--- config.mk ---
export PLATFORM = sky130hd
export DESIGN_NAME = rs485_dir_ctrl
export DESIGN_NICKNAME = d
export VERILOG_FILES = /design/src/rtl/rs485_dir_ctrl.sv
export SDC_FILE = /design/constraint.sdc
export NUM_CORES = 1
export LEC_CHECK = 0
export BUFFER_PORTS_ARGS = -buffer_cell sky130_fd_sc_hd__buf_2
export CORE_AREA = 2 2 39 41
export CTS_BUF_LIST = sky130_fd_sc_hd__clkbuf_4
export CTS_CLUSTER_DIAMETER = 200
export DETAILED_ROUTE_END_ITERATION = 7
export DIE_AREA = 0 0 41 43
export GPL_TIMING_DRIVEN = 0
export PLACE_DENSITY = 0.44
export SETUP_SLACK_MARGIN = 0.4
export SLEW_MARGIN = 20
export SYNTH_ARGS = -nofsm -noshare
export SYNTH_HDL_FRONTEND = slang
export SYNTH_SLANG_ARGS = --single-unit
--- constraint.sdc ---
create_clock -name clk -period 1.4 [get_ports clk]
set_input_delay 0.07 -clock clk [delete_from_list [all_inputs] [get_ports clk]]
set_output_delay 0.07 -clock clk [all_outputs]
set_load 0.01 [all_outputs]
--- src/rtl/rs485_dir_ctrl.sv ---
module rs485_dir_ctrl #(
  parameter int TICKS_PER_BIT = 16
) (
  input  logic clk,
  input  logic rst_n,
  input  logic auto_en,
  input  logic invert,
  input  logic mcr_rts,
  input  logic fifo_wr,
  input  logic fifo_empty,
  input  logic tsr_empty,
  input  logic baud_tick,
  output logic rts_out,
  output logic tx_irq
);
  localparam int CW = (TICKS_PER_BIT > 1) ? $clog2(TICKS_PER_BIT) : 1;
  localparam logic [CW-1:0] LAST = CW'(TICKS_PER_BIT - 1);

  logic          driving;
  logic [CW-1:0] cnt;
  logic          quiet;

  assign quiet = fifo_empty & tsr_empty & ~fifo_wr;

  always_ff @(posedge clk) begin
    if (!rst_n || !auto_en) begin
      driving <= 1'b0;
      cnt     <= '0;
    end else if (fifo_wr) begin
      driving <= 1'b1;
      cnt     <= '0;
    end else if (driving && quiet) begin
      if (baud_tick) begin
        if (cnt == LAST) begin
          driving <= 1'b0;
          cnt     <= '0;
        end else begin
          cnt <= cnt + 1'b1;
        end
      end
    end else begin
      cnt <= '0;
    end
  end

  assign rts_out = auto_en ? (~driving ^ invert) : mcr_rts;
  assign tx_irq  = fifo_empty & (tsr_empty | ~auto_en);
endmodule


==> results.txt <==
Detailed Route Iter0 Violations - 1
# clock sinks - 5
worst hold path class - in -> reg
Worst Path Max Fanout - 4
Post-synth ARST share - 0
critical path startpoint category - register
GRT Util Overall - 0.0803
row count - 14
FF+latch count, synth - 5
buffer levels on the longest clock path - 2
ys flop type - dfxtp_1
post-route antenna net violation count - 0
clock-pin slew on the worst setup and hold paths - 0.04 ns
Antenna Cells - 0
fin nets - 54
Adder-Cell Fraction of Synth Area - 0.0472
Clock power frac - 0.484
critical path class - reg -> out
filler instances - 150
area taken by multi-input logic gates - 180 µm²
Setup Skew - 0.00142 ns
Final GP Congestion - 0.595
Internal - 0.297 mW
Register Area - 104 µm²
max-cap check violation count - 0
status - finished clean
EDFF count, synth - 0
wire per inst - 8.88 µm
core box area - 1380 µm²
via/cell ratio - 4.19
maximum VDD drop - 0.398 mV
Reg2Reg Capture Point - cnt[2]
I/O Pins - 11
post-synthesis sequential area ratio - 0.377
area share of the largest cell type after synthesis - 0.377
worst path cell trace - xnor2_1 -> mux2_4 -> buf_6
initial antenna violation count - 0
Critical Path End - rts_out
area share of xor/xnor cells in the synthesized design - 0.132
die footprint - 1760 µm²
RSZ-0062 raised after global routing - yes
area share of and/or/nand/nor cells after synthesis - 0.269
Worst Tran Pin Value - 0.237 ns
Die Height - 43 µm
starting density of the core - 0.192
# setup viols final - 0
multiplexer area fraction after synthesis - 0.0802
Critical Path RT - 1.33 ns
part of the power in combinational logic - 0.122
worst relative slew slack - 0.842
Final Power - 0.372 mW
Worst R2R Setup Slack - 0.43 ns
slowest cell delay on critical path - 0.33 ns
placed cells - 54
die width - 41 µm
Cells after Synth - 28
maximum clock rate - 882 MHz
Non-Filler Instances - 59
Crit path arrival time - 1.06 ns
Worst setup EP type - output pin
pwr dens - 909 nW/µm²
ratio of cells with drive above 1 in the final layout - 0.558
number of distinct library cells after synthesis - 17
routed vias - 247
final WL - 524 µm
max-slew violation count - 0
largest area contributor in the netlist - dfxtp_1
Hold Crit Start - fifo_wr
CTS Buf Count - 3
PortBufs - 10
Max stage delay cell, worst path - dfxtp_2
Avg Cell Area, Syn - 9.47 µm²
post-synthesis compound-gate area fraction - 0.0660
CTS H-tree lvls - 1
Switching Fraction - 0.201
residual DRC count - 0
Netlist Area Pre-Place - 265 µm²
CTS tree - built
top-count cell post-synth - dfxtp_1
gr ovfl total - 0
Synth area leaders - dfxtp_1, xnor2_1, xor2_1
Root Buffer - clkbuf_4
largest family of logic cells by synthesized area - simple AND/OR/NAND/NOR gates
TritonRoute pass-1 iters - 2
Skew-Pair Late Insertion Delay - 0.23 ns
Syn. warnings - 0
setup TNS - 0 ns
Worst Setup SP - driving
Mapped Nets - 38
largest net degree at the start of global routing - 6
Tmin final - 1.13 ns
Switch Pwr - 0.0747 mW
final period utilization - 0.810
global-route wire length before repair - 917 µm
vias in the first global route - 258
leakage power - 0.180 nW
FF-to-FF Start - driving
r2r worst-path depth - 2
Area Overhead vs Synth - 54.2%
Flop pwr share - 0.393
Final Hold Viols - 0
hold_buf cts - 0
-- state kept, by name, summed over array words and instances (netlist names) --
register  cells
cnt           4
driving       1
-- metal layers --
layer	global-route usage	share of wire	vias to the layer above
met5	0	0	-
met4	0.0800	0	0
met3	0.0314	0.095	0
met2	0.106	0.45	11
met1	0.0900	0.46	107
li1	-	-	129
-- critical path, delay by kind of cell (launching register included) --
kind / cells / cell delay, ns
xor+xnor: 1 / 0.12
mux: 1 / 0.26
buf+inv: 1 / 0.12
flops: 1 / 0.33
-- per-stage QoR --
step,setup slack [ns],util,area (µm²),hold WS [ns]
floorplan,0.444,-,265,0.196
global placement,0.372,0.242,335,0.335
detailed placement,0.387,0.242,335,0.335
CTS,0.258,0.273,378,0.0736
global route,0.222,0.296,409,0.0978
finish,0.266,0.296,409,0.0896
-- power by group through the flow --
stage,logic (mW),clock network [mW],registers (mW)
after floorplan,0.0170,0,0.148
after global placement,0.0384,0,0.148
after detailed placement,0.0385,0,0.148
after CTS,0.0449,0.189,0.146
after global routing,0.0503,0.197,0.146
final,0.0455,0.180,0.146
-- cell type report --
type / instances / share of cell area
Multi-Input combinational cell: 21 / 0.440
Tap cell: 16 / 0.0489
Inverter: 2 / 0.0183
Timing Repair Buffer: 11 / 0.165
Clock buffer: 4 / 0.0734
Sequential cell: 5 / 0.254
-- cell usage in the layout (no fill, tap or decap), drive strengths merged --
cell / count
nor2: 2
mux2: 1
dfxtp: 5
nor4b: 1
mux2i: 1
ha: 1
and3: 2
inv: 2
a21boi: 1
nand4: 2
xnor2: 2
nand2: 3
xor2: 2
o21ai: 1
clkbuf: 4
buf: 11
a21oi: 1
or4b: 1
-- worst min path at each step --
| stage | end | slack, ns | cells after the start |
|---|---|---|---|
| CTS | driving | 0.07 | 3 |
| global route | driving | 0.1 | 3 |
| detailed placement | driving | 0.33 | 3 |
| global placement | driving | 0.33 | 3 |
| floorplan | driving | 0.20 | 2 |
| finish | driving | 0.09 | 3 |
-- repair_timing --
| item | CTS | global route |
|---|---|---|
| buffers inserted | 0 | 1 |
| pin swaps | 1 | 6 |
| setup endpoints to repair | 5 | 6 |
| resized for setup | 4 | 5 |
-- kinds of logic after synthesis --
| logic type | Yosys count |
|---|---|
| AND/OR/NAND/NOR | 11 |
| flip-flops | 5 |
| XOR/XNOR | 4 |
| AO/OA/AOI/OAI | 3 |
| buffers and inverters | 2 |
| multiplexers | 2 |
| adder cells (fa/ha/maj) | 1 |
Power figures use the tool's default switching activity.
